File: src/rtl/muter_pkg.sv
package muter_pkg;

   // settling selection driven by the DC-cancel input
   typedef enum logic {
      SETTLE_SHORT = 1'b0,
      SETTLE_LONG  = 1'b1
   } settle_e;

   localparam int unsigned DEF_SHORT_LEN = 1024;
   localparam int unsigned DEF_LONG_LEN  = 12288;

endpackage

File: src/rtl/muter_ctrl.sv
module muter_ctrl
   import muter_pkg::*;
(
   input  logic    clk,
   input  logic    rst_n,
   input  logic    pwr_down,
   input  logic    clk_ok,
   input  logic    dc_cancel,
   input  logic    done,
   output logic    restart,
   output settle_e sel
);

   logic dc_q;
   logic sel_change;

   always_ff @(posedge clk or negedge rst_n) begin
      if (!rst_n) dc_q <= 1'b0;
      else        dc_q <= dc_cancel;
   end

   // a select change matters only while the hold-off still runs
   assign sel_change = (dc_cancel != dc_q) && !done;
   assign restart    = pwr_down || !clk_ok || sel_change;
   assign sel        = dc_cancel ? SETTLE_LONG : SETTLE_SHORT;

endmodule

File: src/rtl/holdoff_counter.sv
module holdoff_counter
   import muter_pkg::*;
#(
   parameter int unsigned SHORT_LEN = DEF_SHORT_LEN,
   parameter int unsigned LONG_LEN  = DEF_LONG_LEN,
   parameter int unsigned CNT_W     = $clog2(LONG_LEN + 1)
) (
   input  logic    clk,
   input  logic    rst_n,
   input  logic    restart,
   input  logic    strobe,
   input  settle_e sel,
   output logic    done
);

   localparam logic [CNT_W-1:0] LAST_SHORT = CNT_W'(SHORT_LEN - 1);
   localparam logic [CNT_W-1:0] LAST_LONG  = CNT_W'(LONG_LEN - 1);

   logic [CNT_W-1:0] cnt_q;
   logic [CNT_W-1:0] last;
   logic             done_q;
   logic             step;

   assign last = (sel == SETTLE_LONG) ? LAST_LONG : LAST_SHORT;
   assign step = strobe && !done_q;

   always_ff @(posedge clk or negedge rst_n) begin
      if (!rst_n) begin
         cnt_q  <= '0;
         done_q <= 1'b0;
      end else if (restart) begin
         cnt_q  <= '0;
         done_q <= 1'b0;
      end else if (step) begin
         cnt_q <= cnt_q + 1'b1;   // stops once done_q is set
         if (cnt_q == last) done_q <= 1'b1;
      end
   end

   assign done = done_q;

endmodule

File: src/rtl/mute_gate.sv
module mute_gate #(
   parameter bit REG_OUT = 1'b0
) (
   input  logic clk,
   input  logic rst_n,
   input  logic restart,
   input  logic strobe,
   input  logic done,
   input  logic ser_in,
   output logic ser_out
);

   logic pass_q;

   // open only at a frame boundary after the hold-off has ended
   always_ff @(posedge clk or negedge rst_n) begin
      if (!rst_n)                pass_q <= 1'b0;
      else if (restart)          pass_q <= 1'b0;
      else if (strobe && done)   pass_q <= 1'b1;
   end

   generate
      if (REG_OUT) begin : g_reg
         logic out_q;
         always_ff @(posedge clk or negedge rst_n) begin
            if (!rst_n)       out_q <= 1'b0;
            else if (restart) out_q <= 1'b0;
            else              out_q <= pass_q && ser_in;
         end
         assign ser_out = out_q;
      end else begin : g_comb
         assign ser_out = pass_q && ser_in;
      end
   endgenerate

endmodule

File: src/rtl/startup_muter.sv
module startup_muter
   import muter_pkg::*;
#(
   parameter int unsigned SHORT_LEN = DEF_SHORT_LEN,
   parameter int unsigned LONG_LEN  = DEF_LONG_LEN,
   parameter bit          REG_OUT   = 1'b0
) (
   input  logic clk,
   input  logic rst_n,
   input  logic pwr_down,
   input  logic clk_ok,
   input  logic smp_stb,
   input  logic dc_cancel,
   input  logic ser_in,
   output logic ser_out,
   output logic data_valid
);

   localparam int unsigned CNT_W = $clog2(LONG_LEN + 1);

   generate
      if (SHORT_LEN < 1) begin : g_bad_short
         $error("startup_muter: SHORT_LEN must be at least 1");
      end
      if (LONG_LEN <= SHORT_LEN) begin : g_bad_long
         $error("startup_muter: LONG_LEN must exceed SHORT_LEN");
      end
   endgenerate

   logic    restart;
   logic    done;
   settle_e sel;

   muter_ctrl u_ctrl (
      .clk       (clk),
      .rst_n     (rst_n),
      .pwr_down  (pwr_down),
      .clk_ok    (clk_ok),
      .dc_cancel (dc_cancel),
      .done      (done),
      .restart   (restart),
      .sel       (sel)
   );

   holdoff_counter #(
      .SHORT_LEN (SHORT_LEN),
      .LONG_LEN  (LONG_LEN),
      .CNT_W     (CNT_W)
   ) u_cnt (
      .clk     (clk),
      .rst_n   (rst_n),
      .restart (restart),
      .strobe  (smp_stb),
      .sel     (sel),
      .done    (done)
   );

   mute_gate #(
      .REG_OUT (REG_OUT)
   ) u_gate (
      .clk     (clk),
      .rst_n   (rst_n),
      .restart (restart),
      .strobe  (smp_stb),
      .done    (done),
      .ser_in  (ser_in),
      .ser_out (ser_out)
   );

   assign data_valid = done;

endmodule

File: config.mk
export PLATFORM = sky130hd
export DESIGN_NAME = startup_muter
export DESIGN_NICKNAME = d
export VERILOG_FILES = /design/src/rtl/muter_pkg.sv /design/src/rtl/muter_ctrl.sv /design/src/rtl/holdoff_counter.sv /design/src/rtl/mute_gate.sv /design/src/rtl/startup_muter.sv
export SDC_FILE = /design/constraint.sdc
export NUM_CORES = 1
export LEC_CHECK = 0
export BUFFER_PORTS_ARGS = -buffer_cell sky130_fd_sc_hd__buf_2
export CORE_MARGIN = 2
export CORE_UTILIZATION = 61
export DETAILED_ROUTE_END_ITERATION = 10
export PLACE_DENSITY = 0.91
export SETUP_SLACK_MARGIN = 0.2
export SYNTH_ARGS = -nofsm -noshare
export SYNTH_HDL_FRONTEND = slang
export SYNTH_SLANG_ARGS = --single-unit
File: constraint.sdc
create_clock -name clk -period 3.5 [get_ports clk]
set_clock_uncertainty 0.15 [all_clocks]
set_input_delay 0.525 -clock clk [delete_from_list [all_inputs] [get_ports clk]]
set_output_delay 0.525 -clock clk [all_outputs]
set_load 0.005 [all_outputs]
# [Word-level counts from Yosys, hierarchy flattened]
# Cells that the tools add are included.
[totals] regBits=17 out_inout_bits=2 word_cells=28
[classes] addsub=1 n_eq_ne=2 mux=9 reduce_logical=12
[ops] cell="$mux 14" count=3
[ops] cell="$add 14x1->14 const B" count=1
[ops] cell="$eq 14x14->1" count=1
[ops] cell="$mux 1" count=6
[ops] cell="$reduce_bool 2->1" count=3
[ops] cell="$logic_and 1x1->1" count=4
[ops] cell="$logic_not 1->1" count=2
[ops] cell="$logic_or 1x1->1" count=2
[ops] cell="$reduce_and 2->1" count=1
[ops] cell="$ne 1x1->1" count=1

# [Longest topological paths before layout]
# Gate-level depths: netlist (run 1).
[depth] word_depth=6 mapped_depth=5

# [Cells and area by module]
# From an unflattened synthesis (run 1), not the netlist that was laid out.
[unflattened] cells_unflattened=92 hier_area_um2=913.4
[by_module_without_submodules] module="holdoff_counter" instances=1 cells_each=83 area_each_um2=820.8 seq_area_each_um2=375.4
[by_module_without_submodules] module="muter_ctrl" instances=1 cells_each=5 area_each_um2=52.6 seq_area_each_um2=25.0
[by_module_without_submodules] module="mute_gate" instances=1 cells_each=4 area_each_um2=40.0 seq_area_each_um2=25.0

# [Least setup slack after synthesis (run 1)]
# Ideal clock, no wire load.
[synth_path] kind="flip-flop to flip-flop" start="register u_cnt.cnt_q[0]" end="register u_cnt.cnt_q[8]" setup_ps=77 arrival_ps=1357 setup_slack_ps=1915 path_stages_with_launch=5 period_less_slack_ps=1585 cell_sequence="dfrtp_1 > ha_1 > nand4b_4 > or4_1 > a21oi_1"
[synth_via] elab_chain_cells=3
[synth_lines] item="from (decl)" line_no="holdoff_counter.sv:19" rtl="logic [CNT_W-1:0] cnt_q;"
[synth_lines] item="from (signal assigned)" line_no="holdoff_counter.sv:35" rtl="cnt_q <= cnt_q + 1'b1;"
[synth_lines] item="$add 14x1->14" line_no="holdoff_counter.sv:35"
[synth_lines] item="$mux 14" line_no="holdoff_counter.sv:34" rtl="end else if (step) begin"
[synth_lines] item="$mux 14" line_no="holdoff_counter.sv:31" rtl="end else if (restart) begin"
# No other way between the ends. The select of a mux whose other input is x is not followed.
# A chain may end at the register's enable or synchronous reset.

# [Worst setup path in the final report (run 1)]
[layout_path] start="register u_cnt.done_q, in the netlist u_cnt.done" end="register u_cnt.cnt_q[7]"
[layout_via] elab_chain_cells=4
[layout_lines] item="from (decl)" line_no="holdoff_counter.sv:21" rtl="logic done_q;"
[layout_lines] item="from (signal assigned)" line_no="holdoff_counter.sv:30" rtl="done_q <= 1'b0;"
[layout_lines] item="from (signal assigned)" line_no="holdoff_counter.sv:33" rtl="done_q <= 1'b0;"
[layout_lines] item="from (signal assigned)" line_no="holdoff_counter.sv:36" rtl="if (cnt_q == last) done_q <= 1'b1;"
[layout_lines] item="$logic_not 1->1 *" line_no="muter_ctrl.sv:23, holdoff_counter.sv:25"
[layout_lines] item="$logic_and 1x1->1" line_no="muter_ctrl.sv:23" rtl="assign sel_change = (dc_cancel != dc_q) && !done;"
[layout_lines] item="$logic_or 1x1->1" line_no="muter_ctrl.sv:24" rtl="assign restart = pwr_down || !clk_ok || sel_change;"
[layout_lines] item="$mux 14 / $reduce_bool 2->1 (equally long branches)"
# Every way passes the cells marked *; elsewhere a longest branch is shown, timed or not.

==> results of run 1 <==
-- cells in the mapped netlist (2+ instances only) --
cell type	count
dfrtp_1	17
o211ai_1	8
or4_1	4
nand4b_1	2
nand2_1	5
mux2i_1	5
clkbuf_1	2
or3_1	4
a21oi_1	8
o31ai_1	4
o21ai_0	3
nand4_1	3
nor2_1	3
inv_1	7
nor4_1	4
-- cells by family (layout without fill, tap and decap cells) --
group                      count (synthesis)  count (layout)
buffers and inverters                     10              19
AOI/OAI and AO/OA                         27              27
DFF                                       17              17
and+or+nand+nor                           35              35
muxes                                      5               5
xor gates and xnor gates                   2               2
adders and majority gates                  1               1
-- power breakdown --
part / total (mW) / switching (mW) / internal [mW] / leakage (nW)
clock: 0.104 / 0.0597 / 0.0441 / 0.0150
combinational: 0.0216 / 0.0145 / 0.00702 / 0.134
sequential: 0.199 / 0.00125 / 0.197 / 0.235
-- state kept, by name, indices dropped and copies added (netlist names) --
name,flops
u_cnt.done,1
u_gate.pass_q,1
u_ctrl.dc_q,1
u_cnt.cnt_q,14
-- worst max path at each step --
stage | to | depth (start not counted) | slack, ns
after floorplan | u_cnt.cnt_q[8] | 4 | 1.92
after global placement | u_cnt.done | 4 | 1.48
after detailed placement | u_cnt.done | 4 | 1.43
after CTS | u_cnt.cnt_q[7] | 3 | 1.65
after global routing | u_cnt.done | 4 | 1.48
final | u_cnt.cnt_q[7] | 3 | 1.64
-- metal layers --
layer	vias to the layer above	part of all wire, %	global-route usage, %	wire, um
li1	390	-	-	-
met2	23	50	35.9	936
met4	0	1.9	11.5	35
met5	-	0	0	0
met1	393	44	29.4	813
met3	4	3.9	2.50	73
-- metrics by stage --
step | util [%] | power [mW] | worst slack [ns]
2_1_floorplan | - | 0.214 | 1.92
3_3_place_gp | 67.5 | 0.223 | 1.48
3_5_place_dp | 67.5 | 0.224 | 1.43
4_1_cts | 69.3 | 0.323 | 1.65
5_1_grt | 69.3 | 0.333 | 1.48
6_report | 69.3 | 0.324 | 1.64
-- area by class of cell --
| cell class | count | share of cell area, % |
|---|---|---|
| multi-input combinational | 70 | 48.4 |
| inverter | 7 | 2.52 |
| tap | 16 | 1.92 |
| sequential | 17 | 40.8 |
| clock buffer | 4 | 2.52 |
| timing repair buffer | 8 | 3.84 |
==> impl_metrics.tcl, run 1 <==
set metrics [dict create \
    firstDrtPassIters 4 \
    path_max_fanout 18 \
    first_iter_violations 19 \
    ir_drop_mv 0.415 \
    rsz0062_at_grt "false" \
    nFillCells 123 \
    ys_types 33 \
    whs_ns -0.00380 \
    max_freq_mhz 539 \
    synth_async_sr_flop_share_pct 100 \
    slew_viol_final 0 \
    final_cell_mix "dfrtp_1 (17), o211ai_1 (8), a21oi_1 (8), buf_2 (8), inv_1 (7)" \
    cp_top_family "simple AND/OR/NAND/NOR gates" \
    regToRegStartpoint "u_cnt.done" \
    ys_ff_latch 17 \
    fin_crit_sh_pct 53.0 \
    routedWlPerCell_um 15.2 \
    r2r_end "u_cnt.cnt_q[7]" \
    setup_violations 0 \
    die-area_um2 1920 \
    vias 810 \
    syn_nets 105 \
    design_area_um2 1040 \
    required_ns 3.55 \
    area.growth.synth_to_final_pct 7.61 \
    core_area_um2 1510 \
    cts_buffer_depth 2 \
    syn_avg_cell_area_um2 10.0 \
    layout_commonest_cell "dfrtp_1" \
    die_height_um 43.9 \
    worstSetupStartpointType "flip-flop" \
    yosys_warnings 0 \
    finalHoldViolCount 9 \
    muxShareOfSynthArea_pct 5.16 \
    dp.cells 118 \
    cp-end-kind "flip-flop" \
    period_minus_slack_ns 1.86 \
    root_buffer "clkbuf_4" \
    tritoncts "yes" \
    antenna_left 0 \
    slowest_stage "dfrtp_1" \
    multiInputGateArea_um2 505 \
    synth_compound_area_share_pct 18.2 \
    failed_checks "negative hold slack" \
    grt_start_max_net_pins 19 \
    netlist_top_cells_area "dfrtp_1 (44%), o211ai_1 (6.2%), mux2i_1 (5.2%), a21oi_1 (4.1%), o31ai_1 (3.1%)" \
    register_area_um2 425 \
    maxSlewHeadroom_pct 39.2 \
    synth_xor_area_share_pct 2.58 \
    crit_chain "nand3b_2 > or4_4 > a21oi_2" \
    cts_resized 0 \
    synth_cells 97 \
    layout-drive-gt1-share_pct 16.0 \
    max_stage_delay_ns 0.57 \
    grt_pass1_wl_mm 3.17 \
    synth_adder_area_share_pct 1.29 \
    insertion_delay_ns 0.28 \
    rows 14 \
    cap_violations 0 \
    synth_top_family_by_area "simple AND/OR/NAND/NOR gates" \
    final_cells 122 \
    placed_area_um2 1020 \
    grtUsageTotal_pct 22.2 \
    synth-simple-area-share_pct 24.9 \
    cts_setup_buffers 0 \
    gp_congestion 0.845 \
    ys.flop_type "dfrtp_1" \
    hold_class "input port to async pin" \
    syn_area_um2 970 \
    drc 0 \
    via_per_inst 6.64 \
    numCtsBuffers 3 \
    power.density_nw_per_um2 310 \
    path_clk_slew_ns 0.11 \
    tns_ns 0 \
    r2r_cells 3 \
    synth_top_cell_area_share_pct 43.9 \
    n_antenna_cell 0 \
    start_util_pct 64.4 \
    grt_overflow 0 \
    grt_pass1_vias 776 \
    crit_start "u_cnt.done" \
    io-pin-count 9 \
    cts_num_sinks 17 \
    synth-edff-count 0 \
    fin_nets 115 \
    antenna_found_initial 0 \
    crit_buf_inv 0 \
    crit_arrival_ns 1.91 \
    synth.largest_area_cell "dfrtp_1" \
    status "finished, violations left" \
    yosysSeqAreaShare_pct 43.9 \
    io_buffers 8 \
    hold_buffers 0 \
    fp.dieW_um 43.9 \
    htreeDepth 1 \
    r2r_slack_ns 1.64 \
    tightestPinTransition_ns 0.906 \
    wirelength_mm 1.86 \
    p_leak_nw 0.384 \
    path_class "flip-flop to flip-flop" \
]
No activity file was read; power rests on OpenSTA's default activity.
==> run 2: changes to the inputs <==
- CORE_UTILIZATION: 61 -> 51
- PLACE_DENSITY: 0.91 -> 0.82
- clock period: 3.5 -> 1.55 ns (I/O delays scaled with it)
==> run 2 against run 1 <==
Against the previous run: the flow finishes with violations (negative setup slack); worst setup slack worse by 1.7 ns; register-to-register slack worse by 1.7 ns; maximum frequency increased by 15%; total power grew 140%; sequential power increased by 130%; cell count is 27% higher; hold slack better by 0.13 ns; design area increased by 29%; critical path type unchanged.
==> impl_metrics.tcl, run 2 (synthesized netlist as in run 1, its figures left out) <==
set metrics [dict create \
    power.density_nw_per_um2 578 \
    crit_buf_inv 0 \
    fin_nets 139 \
    htreeDepth 1 \
    crit_arrival_ns 1.71 \
    required_ns 1.64 \
    io-pin-count 9 \
    failed_checks "negative setup slack" \
    wirelength_mm 2.57 \
    grtUsageTotal_pct 27.9 \
    via_per_inst 5.97 \
    slowest_stage "or4_4" \
    routedWlPerCell_um 16.6 \
    slew_viol_final 0 \
    status "finished, violations left" \
    regToRegStartpoint "u_cnt.cnt_q[1]" \
    grt_pass1_wl_mm 4.26 \
    rows 15 \
    core_area_um2 1760 \
    tightestPinTransition_ns 0.399 \
    cts_buffer_depth 2 \
    fin_crit_sh_pct 104 \
    n_antenna_cell 0 \
    dp_hpwl_mm 1.69 \
    period_minus_slack_ns 1.62 \
    cts_num_sinks 17 \
    tns_ns -0.189 \
    cp_top_family "simple AND/OR/NAND/NOR gates" \
    root_buffer "clkbuf_4" \
    hold_class "input port to flip-flop" \
    r2r_slack_ns -0.07 \
    cp-end-kind "flip-flop" \
    ir_drop_mv 0.468 \
    die-area_um2 2270 \
    max_freq_mhz 619 \
    finalHoldViolCount 0 \
    die_height_um 47.6 \
    layout-drive-gt1-share_pct 40.8 \
    antenna_left 0 \
    whs_endpoint "u_cnt.done" \
    r2r_end "u_cnt.cnt_q[8]" \
    maxSlewHeadroom_pct 73.4 \
    fin_ws_ns -0.0659 \
    r2r_cells 4 \
    path_clk_slew_ns 0.11 \
    area.growth.synth_to_final_pct 38.5 \
    crit_start "u_cnt.cnt_q[1]" \
    whs_ns 0.130 \
    vias 925 \
    path_class "flip-flop to flip-flop" \
    p_leak_nw 0.554 \
    top_register "u_cnt.cnt_q" \
    start_util_pct 55.0 \
    drc 0 \
    crit_chain "ha_4 > nand4b_4 > or4_4 > a21oi_2" \
    worstSetupStartpointType "flip-flop" \
    io_buffers 8 \
    gp_congestion 0.846 \
    fp.dieW_um 47.6 \
    setup_violations 5 \
    grt_pass1_vias 933 \
    firstDrtPassIters 4 \
    tritoncts "yes" \
    grt_start_max_net_pins 18 \
    numCtsBuffers 3 \
    path_max_fanout 5 \
    hp-start "dc_cancel" \
    max_stage_delay_ns 0.51 \
    min_path_cells 3 \
    final_cells 155 \
    rsz0062_at_grt "true" \
    grt_overflow 0 \
    layout_commonest_cell "buf_4" \
    final_cell_mix "buf_4 (17), dfrtp_1 (14), o211ai_1 (8)" \
    cap_violations 0 \
    largest_reg_flops 14 \
    first_iter_violations 36 \
    antenna_found_initial 0 \
    dp.cells 138 \
    insertion_delay_ns 0.31 \
]
## run 2: changes by cell type in the layout (fill, tap and decap cells not counted), moves of 2 or more
cell           delta
nor4_1            -3
a21oi_1           -3
buf_4            +17
dlygate4sd3_1     +2
buf_2             -2
nor4_2            +3
dfrtp_1           -3
dfrtp_2           +3
buf_6             +7
a21oi_2           +3
## run 2: timing repair
| item | CTS | global route |
|---|---|---|
| pin swaps | 6 | 2 |
| buffers inserted | 8 | 3 |
| setup endpoints to repair | 16 | 17 |
| resized for setup | 9 | 10 |
| hold buffers | 2 | 0 |
| gates cloned | 0 | 0 |
| endpoints found under the hold margin | 18 | 0 |
## run 2: metal layers
metal,global-route usage (%),wire length [um]
met5,0,0
met1,34.2,1140
met3,5.66,86
met2,46.2,1290
met4,14.6,53
## run 2: layout make-up
| class | count | area [um2] |
|---|---|---|
| Multi-Input combinational cell | 70 | 573 |
| Sequential cell | 17 | 429 |
| Fill cell | 132 | 422 |
| Timing Repair Buffer | 32 | 256 |
| Tap cell | 25 | 31.3 |
| Clock buffer | 4 | 26.3 |
| Inverter | 7 | 26.3 |
## run 2: per-stage QoR
stage | setup WS, ns | util, % | total power [mW] | cell area [um2]
2_1_floorplan | 0.0221 | - | 0.484 | 997
3_3_place_gp | 0.0255 | 64.5 | 0.517 | 1140
3_5_place_dp | -0.0561 | 64.5 | 0.522 | 1140
4_1_cts | -0.0345 | 72.8 | 0.779 | 1280
5_1_grt | -0.130 | 76.1 | 0.805 | 1340
6_report | -0.0659 | 76.1 | 0.776 | 1340
## run 2: tightest hold or removal path, stage by stage
cell,delay (ns)
buf_2,0.12
or4_1,0.13
a221oi_2,0.06
## run 2: worst max path at each step
stage,end,slack (ns),cells after the start
5_1_grt,u_cnt.cnt_q[6],-0.13,5
3_3_place_gp,u_cnt.cnt_q[8],0.03,4
3_5_place_dp,u_cnt.cnt_q[8],-0.06,4
4_1_cts,u_cnt.cnt_q[8],-0.03,4
6_report,u_cnt.cnt_q[8],-0.07,4
2_1_floorplan,u_cnt.cnt_q[8],0.02,4
## run 2: report_power, final
| part | internal, mW | leakage, nW | switching, mW |
|---|---|---|---|
| sequential | 0.446 | 0.230 | 0.00256 |
| clock | 0.101 | 0.0150 | 0.152 |
| combinational | 0.0325 | 0.309 | 0.0428 |
==> run 3: changes to the inputs <==
- BUFFER_PORTS_ARGS: -buffer_cell sky130_fd_sc_hd__buf_2 -> unset
- CORE_UTILIZATION: 51 -> 54
- DONT_BUFFER_PORTS: unset -> 1
- PLACE_DENSITY: 0.82 -> 0.81
==> run 3 against run 2 <==
Against the previous run: the flow still finishes with violations (negative setup slack); non-clock buffer count grew 1; maximum frequency is 1.0% higher; clock power fell by 9.9%; sequential power hardly changed; global-route usage rose by 2.6 points; via count up 4.5%; total power shrank 3.7%; worst setup slack improved by 0.016 ns; register-to-register slack better by 0.04 ns; count of clock-buffer cells in the layout unchanged; sequential cell count did not move; critical endpoint is now u_cnt.done; largest cell class unchanged; highest routed layer unchanged.
==> impl_metrics.tcl, run 3 (synthesized netlist as in run 1, its figures left out) <==
set metrics [dict create \
    regToRegStartpoint "u_cnt.cnt_q[1]" \
    fin_nets 140 \
    cap_violations 0 \
    tightestPinTransition_ns 0.813 \
    grtUsageTotal_pct 30.4 \
    path_class "input port to flip-flop" \
    setup_violations 3 \
    max_freq_mhz 625 \
    via_per_inst 6.20 \
    rows 15 \
    final_cell_mix "buf_4 (18), dfrtp_1 (14), buf_6 (11)" \
    whs_endpoint "u_cnt.cnt_q[13]" \
    maxSlewHeadroom_pct 45.6 \
    dp_hpwl_mm 1.45 \
    htreeDepth 1 \
    routedWlPerCell_um 19.0 \
    cp-end-kind "flip-flop" \
    cts_buffer_depth 2 \
    start_util_pct 56.8 \
    grt_pass1_vias 905 \
    layout-drive-gt1-share_pct 43.5 \
    r2r_end "u_cnt.done" \
    antenna_left 0 \
    wirelength_mm 2.96 \
    fp.dieW_um 46.4 \
    failed_checks "negative setup slack" \
    status "finished, violations left" \
    period_minus_slack_ns 1.60 \
    die_height_um 46.4 \
    path_max_fanout 3 \
    dp.cells 133 \
    io_buffers 0 \
    firstDrtPassIters 4 \
    io-pin-count 9 \
    area.growth.synth_to_final_pct 48.9 \
    insertion_delay_ns 0.28 \
    hold_class "input port to flip-flop" \
    fin_crit_sh_pct 103 \
    layout_commonest_cell "buf_4" \
    vias 967 \
    drc 0 \
    core_area_um2 1710 \
    crit_arrival_ns 1.64 \
    cts_num_sinks 17 \
    rsz0062_at_grt "true" \
    power.density_nw_per_um2 517 \
    p_leak_nw 0.574 \
    required_ns 1.59 \
    root_buffer "clkbuf_4" \
    finalHoldViolCount 0 \
    min_path_cells 3 \
    crit_start "dc_cancel" \
    grt_start_max_net_pins 18 \
    slew_viol_final 0 \
    r2r_slack_ns -0.03 \
    ir_drop_mv 0.949 \
    top_register "u_cnt.cnt_q" \
    n_antenna_cell 0 \
    fin_util_pct 84.5 \
    fin_ws_ns -0.0498 \
    first_iter_violations 42 \
    grt_overflow 0 \
    grt_pass1_wl_mm 4.39 \
    hp-start "smp_stb" \
    nFillCells 82 \
    numCtsBuffers 3 \
    path_clk_slew_ns 0.10 \
    die-area_um2 2150 \
    gp_congestion 0.794 \
    largest_reg_flops 14 \
    r2r_cells 4 \
    worstSetupStartpointType "input port" \
    antenna_found_initial 0 \
    final_cells 156 \
    tritoncts "yes" \
]
-- run 3: changes by cell type in the layout (fill, tap and decap cells not counted), sizes merged --
cell,previous run,this run
dlygate4sd3,2,3
-- run 3: what timing repair did --
action                                 in CTS  in global routing
buffers inserted                            8                  6
hold buffers                                2                  1
setup endpoints to repair                  14                 16
endpoints found under the hold margin      20                  2
gates cloned                                2                  0
gates resized for setup                    18                 15
pin swaps                                   6                  7
-- run 3: layer usage --
metal	vias up	part of all wire, %	track usage [%]
li1	441	-	-
met1	474	38	38.5
met2	42	53	50.3
met3	10	6.5	2.75
met4	0	2.9	17.1
met5	-	0	0
-- run 3: where the power goes --
part,internal [mW],switching (mW)
Sequential,0.445,0.00261
Combinational,0.0304,0.0405
Clock,0.0995,0.129
-- run 3: worst max path at each step --
stage                       to  slack [ns]
2_1_floorplan   u_cnt.cnt_q[8]        0.02
6_report            u_cnt.done       -0.05
3_3_place_gp    u_cnt.cnt_q[8]        0.02
4_1_cts         u_cnt.cnt_q[8]      -0.001
3_5_place_dp   u_cnt.cnt_q[12]       -0.03
5_1_grt             u_cnt.done       -0.10
-- run 3: layout make-up --
type / count / area, um2 / area share, %
well taps: 25 / 31.3 / 2.17
flip-flops and latches: 17 / 429 / 29.7
multi-input cells: 70 / 637 / 44.1
clock buffers: 4 / 26.3 / 1.82
repair buffers: 33 / 294 / 20.4
inverters: 7 / 26.3 / 1.82
-- run 3: worst max-delay path, stage by stage --
cell and delay (ns):
dlygate4sd3_1 0.57, or4_1 0.57, a221oi_2 0.27
-- run 3: per-stage QoR --
step / area [um2] / setup slack, ns / setup TNS (ns) / hold slack, ns / total power, mW
after floorplan: 997 / 0.0221 / 0 / -0.213 / 0.484
after global placement: 1120 / 0.0191 / 0 / -0.213 / 0.496
after detailed placement: 1120 / -0.0289 / -0.0503 / -0.213 / 0.498
after CTS: 1330 / -0.000996 / -0.000996 / -0.195 / 0.750
after global routing: 1440 / -0.102 / -0.674 / 0.0914 / 0.782
final: 1440 / -0.0498 / -0.0883 / 0.0988 / 0.747
